**config.mk**
```make
export PLATFORM = sky130hd
export DESIGN_NAME = nru_victim
export DESIGN_NICKNAME = d
export VERILOG_FILES = /design/src/rtl/nru_pkg.sv /design/src/rtl/nru_lfsr.sv /design/src/rtl/nru_state.sv /design/src/rtl/nru_rot_pick.sv /design/src/rtl/nru_victim.sv
export SDC_FILE = /design/constraint.sdc
export NUM_CORES = 1
export LEC_CHECK = 0
export BUFFER_PORTS_ARGS = -buffer_cell sky130_fd_sc_hd__buf_2
export CAP_MARGIN = 20
export CORE_UTILIZATION = 63
export CTS_CLUSTER_DIAMETER = 80
export DETAILED_ROUTE_END_ITERATION = 10
export PLACE_DENSITY_LB_ADDON = 0.05
export REMOVE_ABC_BUFFERS = 1
export SLEW_MARGIN = 20
export SYNTH_ARGS = -nofsm -noshare
export SYNTH_HDL_FRONTEND = slang
export SYNTH_HIERARCHICAL = 1
export SYNTH_SLANG_ARGS = --single-unit
```
**constraint.sdc**
```tcl
create_clock -name clk -period 4.4 [get_ports clk]
set_clock_uncertainty 0.05 [all_clocks]
set_input_delay 0.88 -clock clk [delete_from_list [all_inputs] [get_ports clk]]
set_output_delay 0.88 -clock clk [all_outputs]
set_load 0.01 [all_outputs]
```
**src/rtl/nru_pkg.sv**
```systemverilog
// Package: shared class type and helpers for the victim picker.
// Assumes the frame count is a power of two of at least two.
package nru_pkg;
    typedef logic [1:0] nru_class_t;
    localparam int NUM_CLASSES = 4;

    // Returns the lowest class whose non-empty flag is set.
    function automatic nru_class_t lowest_class(input logic [NUM_CLASSES-1:0] nonempty);
        nru_class_t c;
        c = 2'd3;
        for (int i = NUM_CLASSES - 1; i >= 0; i--) begin
            if (nonempty[i]) c = nru_class_t'(i);
        end
        return c;
    endfunction
endpackage

```
**src/rtl/nru_lfsr.sv**
```systemverilog
// Module: free-running Galois LFSR supplying the start offset for searches.
// Assumes SEED is non-zero and IDX_W <= LFSR_W.
module nru_lfsr #(
    parameter int          LFSR_W = 16,
    parameter int          IDX_W  = 3,
    parameter logic [15:0] TAPS   = 16'hB400,
    parameter logic [15:0] SEED   = 16'hACE1
) (
    input  logic             clk,
    input  logic             rst_n,
    output logic [IDX_W-1:0] offset
);
    logic [LFSR_W-1:0] lfsr_q;

    // Shifts the register each cycle, folding in the taps when the low bit is set.
    always_ff @(posedge clk) begin
        if (!rst_n) lfsr_q <= SEED[LFSR_W-1:0];
        else if (lfsr_q[0]) lfsr_q <= (lfsr_q >> 1) ^ TAPS[LFSR_W-1:0];
        else lfsr_q <= lfsr_q >> 1;
    end

    // Exposes the low bits as the search offset.
    assign offset = lfsr_q[IDX_W-1:0];

    // the generator must never lock up at zero.
    a_r7_lfsr_nonzero: assert property (@(posedge clk) disable iff (!rst_n)
        lfsr_q != '0);
endmodule

```
**src/rtl/nru_state.sv**
```systemverilog
// Module: per-frame referenced and modified bits.
// Order within one cycle: a tick clears, then an access applies, then a load applies.
module nru_state #(
    parameter int N     = 8,
    parameter int IDX_W = 3
) (
    input  logic             clk,
    input  logic             rst_n,
    input  logic             acc_valid,
    input  logic             acc_write,
    input  logic [IDX_W-1:0] acc_frame,
    input  logic             tick,
    input  logic             load_valid,
    input  logic [IDX_W-1:0] load_frame,
    output logic [N-1:0]     ref_q,
    output logic [N-1:0]     mod_q
);
    logic [N-1:0] ref_d;
    logic [N-1:0] mod_d;

    // Computes the next bit vectors in the priority order tick, access, load.
    always_comb begin
        ref_d = tick ? '0 : ref_q;
        mod_d = mod_q;
        if (acc_valid) begin
            ref_d[acc_frame] = 1'b1;
            if (acc_write) mod_d[acc_frame] = 1'b1;
        end
        if (load_valid) begin
            ref_d[load_frame] = 1'b1;
            mod_d[load_frame] = 1'b0;
        end
    end

    // Registers the bit vectors, clearing them on reset.
    always_ff @(posedge clk) begin
        if (!rst_n) begin
            ref_q <= '0;
            mod_q <= '0;
        end else begin
            ref_q <= ref_d;
            mod_q <= mod_d;
        end
    end

    // an access leaves its frame referenced.
    a_r2_access_sets_ref: assert property (@(posedge clk) disable iff (!rst_n)
        acc_valid |=> ref_q[$past(acc_frame)]);
    // a write without a load on the same frame leaves it modified.
    a_r2_write_sets_mod: assert property (@(posedge clk) disable iff (!rst_n)
        (acc_valid && acc_write && !(load_valid && load_frame == acc_frame))
        |=> mod_q[$past(acc_frame)]);
    // a lone tick clears all referenced bits.
    a_r4_tick_clears_ref: assert property (@(posedge clk) disable iff (!rst_n)
        (tick && !acc_valid && !load_valid) |=> ref_q == '0);
    // a lone tick keeps the modified bits.
    a_r4_tick_keeps_mod: assert property (@(posedge clk) disable iff (!rst_n)
        (tick && !acc_valid && !load_valid) |=> mod_q == $past(mod_q));
    // a load leaves its frame referenced and clean.
    a_r5_load_clean: assert property (@(posedge clk) disable iff (!rst_n)
        load_valid |=> (ref_q[$past(load_frame)] && !mod_q[$past(load_frame)]));
endmodule

```
**src/rtl/nru_rot_pick.sv**
```systemverilog
// Module: rotating priority pick. Finds the first set bit of the mask
// starting at the offset and wrapping. Assumes N is a power of two.
module nru_rot_pick #(
    parameter int N     = 8,
    parameter int IDX_W = 3
) (
    input  logic [N-1:0]     mask,
    input  logic [IDX_W-1:0] offset,
    output logic             any,
    output logic [IDX_W-1:0] pick
);
    logic [2*N-1:0]   doubled;
    logic [N-1:0]     rotated;
    logic [IDX_W-1:0] rel;

    // Rotates the mask so that the offset position comes first.
    always_comb begin
        doubled = {mask, mask} >> offset;
        rotated = doubled[N-1:0];
    end

    // Finds the lowest set bit of the rotated mask.
    always_comb begin
        rel = '0;
        for (int i = N - 1; i >= 0; i--) begin
            if (rotated[i]) rel = IDX_W'(i);
        end
    end

    // Maps the position back to a frame index and flags an empty mask.
    assign pick = rel + offset;
    assign any  = |mask;

    // a non-empty mask always yields one of its own members.
    always_comb begin
        if (any) begin
            a_r6_pick_in_class: assert (mask[pick]);
        end
    end
endmodule

```
**src/rtl/nru_victim.sv**
```systemverilog
// Module: top of the not-recently-used victim picker. It sorts frames into
// four classes from their referenced and modified bits. It runs one rotating
// search per class and registers the winner of the lowest non-empty class.
// Assumes N is a power of two of at least two.
module nru_victim
    import nru_pkg::*;
#(
    parameter int N      = 8,
    parameter int LFSR_W = 16,
    localparam int IDX_W = $clog2(N)
) (
    input  logic             clk,
    input  logic             rst_n,
    input  logic             acc_valid,
    input  logic             acc_write,
    input  logic [IDX_W-1:0] acc_frame,
    input  logic             tick,
    input  logic             load_valid,
    input  logic [IDX_W-1:0] load_frame,
    input  logic             vic_req,
    output logic             vic_valid,
    output logic [IDX_W-1:0] vic_frame,
    output logic [1:0]       vic_class
);
    logic [N-1:0]             ref_q;
    logic [N-1:0]             mod_q;
    logic [IDX_W-1:0]         offset;
    logic [N-1:0]             cls_mask [NUM_CLASSES];
    logic [NUM_CLASSES-1:0]   cls_any;
    logic [IDX_W-1:0]         cls_pick [NUM_CLASSES];
    nru_class_t               win_cls;

    nru_state #(.N(N), .IDX_W(IDX_W)) i_state (
        .clk(clk), .rst_n(rst_n),
        .acc_valid(acc_valid), .acc_write(acc_write), .acc_frame(acc_frame),
        .tick(tick), .load_valid(load_valid), .load_frame(load_frame),
        .ref_q(ref_q), .mod_q(mod_q)
    );

    nru_lfsr #(.LFSR_W(LFSR_W), .IDX_W(IDX_W)) i_lfsr (
        .clk(clk), .rst_n(rst_n), .offset(offset)
    );

    // One class-membership mask and one rotating search for each class.
    for (genvar c = 0; c < NUM_CLASSES; c++) begin : g_cls
        for (genvar f = 0; f < N; f++) begin : g_frm
            assign cls_mask[c][f] = ({ref_q[f], mod_q[f]} == 2'(c));
        end
        nru_rot_pick #(.N(N), .IDX_W(IDX_W)) i_pick (
            .mask(cls_mask[c]), .offset(offset),
            .any(cls_any[c]), .pick(cls_pick[c])
        );
    end

    // Chooses the lowest class that has a member.
    assign win_cls = lowest_class(cls_any);

    // Registers the result one cycle after the request.
    always_ff @(posedge clk) begin
        if (!rst_n) begin
            vic_valid <= 1'b0;
            vic_frame <= '0;
            vic_class <= '0;
        end else begin
            vic_valid <= vic_req;
            if (vic_req) begin
                vic_frame <= cls_pick[win_cls];
                vic_class <= win_cls;
            end
        end
    end

    // no class below the winner has a member.
    always_comb begin
        for (int c = 0; c < NUM_CLASSES; c++) begin
            if (c < int'(win_cls)) begin
                a_r6_lower_empty: assert (!cls_any[c]);
            end
        end
    end
    // a request is answered in the next cycle.
    a_r8_valid_after_req: assert property (@(posedge clk) disable iff (!rst_n)
        vic_req |=> vic_valid);
    // no result appears without a request.
    a_r8_no_spurious_valid: assert property (@(posedge clk) disable iff (!rst_n)
        !vic_req |=> !vic_valid);
endmodule

```
==> impl_metrics.env <==
export IMPL_status="completed"
export IMPL_wl_per_cell_um=17.3
export IMPL_layout_setup_ws_ns=0.603
export IMPL_layout_common_cells="36 x dfxtp_1, 30 x mux4_1, 29 x nand2_1, 24 x inv_1, 23 x nor2b_1"
export IMPL_cts_buffers=5
export IMPL_final_hold_violation_count=0
export IMPL_mostFrequentLayoutCell="dfxtp_1"
export IMPL_path_delay_family="multiplexers"
export IMPL_p_per_area_nw_per_um2=242
export IMPL_arrival_ns=3.97
export IMPL_core_um2=5570
export IMPL_clk_latency_ns=0.29
export IMPL_cpMaxStageDelayCell="mux4_1"
export IMPL_fin_nets=401
export IMPL_grt_max_degree=36
export IMPL_final_cell_area_um2=3900
export IMPL_path_cells="buf_4 > mux4_1 > mux2i_1 > o311ai_0 > a21bo_2 > a31oi_1 > ha_1 > inv_1 > fa_1 > xnor2_1 > xnor2_1 > nand2_1 > a41oi_2"
export IMPL_root_buffer="clkbuf_8"
export IMPL_antenna_cells=0
export IMPL_r2r_slack_ns=0.60
export IMPL_netlist_area_um2=3700
export IMPL_drt_iter0_markers=214
export IMPL_worstHoldPathType="reg2reg"
export IMPL_drive_gt1_share_pct=16.5
export IMPL_vias=2912
export IMPL_antenna_found_initial=0
export IMPL_die_area_um2=6190
export IMPL_critPathMaxFanout=20
export IMPL_fin_util_pct=69.9
export IMPL_worst_ir_drop_vdd_v=0.000230
export IMPL_grt_usage_pct=27.2
export IMPL_hold_buffers=0
export IMPL_fin_crit_sh_pct=86.3
export IMPL_rsz0062_at_grt="no"
export IMPL_cts_sinks=38
export IMPL_cp_required_ns=4.58
export IMPL_die_y_um=78.7
export IMPL_start_util_pct=66.4
export IMPL_place_congestion=0.844
export IMPL_reg2reg_from="i_lfsr/lfsr_q[1]$_SDFF_PN0_"
export IMPL_drc=0
export IMPL_hpwl_um=5710
export IMPL_reg2reg_to="vic_frame[2]$_SDFFE_PN0P_"
export IMPL_total_leakage_power_nw=1.56
export IMPL_area_growth_pct=5.31
export IMPL_whs_ns=0.361
export IMPL_crit_end="vic_frame[2]$_SDFFE_PN0P_"
export IMPL_relSlewSlack_pct=44.9
export IMPL_placed_area_um2=3760
export IMPL_cpPeakStageDelay_ns=0.62
export IMPL_slew_viol_final=0
export IMPL_finalSetupViolCount=0
export IMPL_reg2regPathDepth=13
export IMPL_max_freq_mhz=263
export IMPL_worstPathBufferInverterCount=2
export IMPL_grt_pass1_vias=2669
export IMPL_worst_setup_path_end_kind="flop"
export IMPL_tritoncts="yes"
export IMPL_via_per_inst=6.43
export IMPL_post_cts_resized=0
export IMPL_cp_start_kind="flop"
export IMPL_yosys_warnings=6
export IMPL_postSynthCellCount=371
export IMPL_avgSynthCellArea_um2=9.98
export IMPL_cap_viol_max_count=0
export IMPL_die_w_um=78.7
export IMPL_gr_total_overflow=0
export IMPL_port_buffers=18
export IMPL_first_pass_iters=4
export IMPL_ios=19
export IMPL_fin_crit_ns=3.80
export IMPL_rows=27
export IMPL_post_cts_buffers=0
export IMPL_ant_nets=0
export IMPL_crit_type="reg2reg"
export IMPL_h_tree_depth=2
export IMPL_finalSetupTns_ns=0
export IMPL_clkTransAtPathRegs_ns=0.09
export IMPL_critPathLaunch="i_lfsr/lfsr_q[1]$_SDFF_PN0_"
export IMPL_crit_top_cell="xnor2_1"
export IMPL_pre_cts_ws_ns=0.614
export IMPL_grt_pass1_wl_um=13100
export IMPL_clockBufferDepth=2
export IMPL_drt_wl_total_um=7860
export IMPL_worstSetupPathDepth=13
export IMPL_worst_slew_pin_slew_ns=0.826
==> flip-flops by register name, summed over array words and instances (netlist names) <==
signal	flops
i_lfsr/lfsr_q	16
vic_frame	3
i_state/mod_q	8
vic_class	2
vic_valid	1
i_state/ref_q	8
==> worst min path at each step <==
| stage | start | to | slack [ns] | cells after the start |
|---|---|---|---|---|
| 2_1_floorplan | i_lfsr/lfsr_q[12]$_SDFF_PN0_ | i_lfsr/lfsr_q[11]$_SDFF_PN1_ | 0.34 | 1 |
| 3_3_place_gp | i_lfsr/lfsr_q[7]$_SDFF_PN1_ | i_lfsr/lfsr_q[6]$_SDFF_PN1_ | 0.34 | 1 |
| 3_5_place_dp | i_lfsr/lfsr_q[7]$_SDFF_PN1_ | i_lfsr/lfsr_q[6]$_SDFF_PN1_ | 0.34 | 1 |
| 4_1_cts | i_lfsr/lfsr_q[7]$_SDFF_PN1_ | i_lfsr/lfsr_q[6]$_SDFF_PN1_ | 0.36 | 1 |
| 5_1_grt | i_lfsr/lfsr_q[7]$_SDFF_PN1_ | i_lfsr/lfsr_q[6]$_SDFF_PN1_ | 0.39 | 1 |
| 6_report | i_lfsr/lfsr_q[7]$_SDFF_PN1_ | i_lfsr/lfsr_q[6]$_SDFF_PN1_ | 0.36 | 1 |
==> routing by layer <==
metal	up-vias	part of all wire [%]	track usage (%)
met5	-	0	0
met1	1418	48	37.5
met3	4	3.5	4.07
met4	0	0.59	7.04
met2	74	48	44.4
li1	1416	-	-
==> cell type report <==
cell class,instances,area [µm²]
Multi-Input combinational cell,287,2690
Fill cell,444,1680
Sequential cell,38,763
Timing Repair Buffer,23,128
Inverter,25,93.8
Tap cell,72,90.1
Clock buffer,5,68.8
Clock inverter,3,68.8
==> stage by stage <==
stage,power (mW),std cells
6_report,0.944,453
5_1_grt,0.988,453
4_1_cts,0.951,453
3_5_place_dp,0.591,445
3_3_place_gp,0.585,445
2_1_floorplan,0.534,350
==> where the power goes <==
group	switching [mW]	leakage, nW	internal [mW]
clock	0.131	0.0683	0.227
combinational	0.105	1.18	0.0990
sequential	0.0199	0.313	0.361
total	0.256	1.56	0.687
Note: power is estimated with default switching activity, not from simulation.
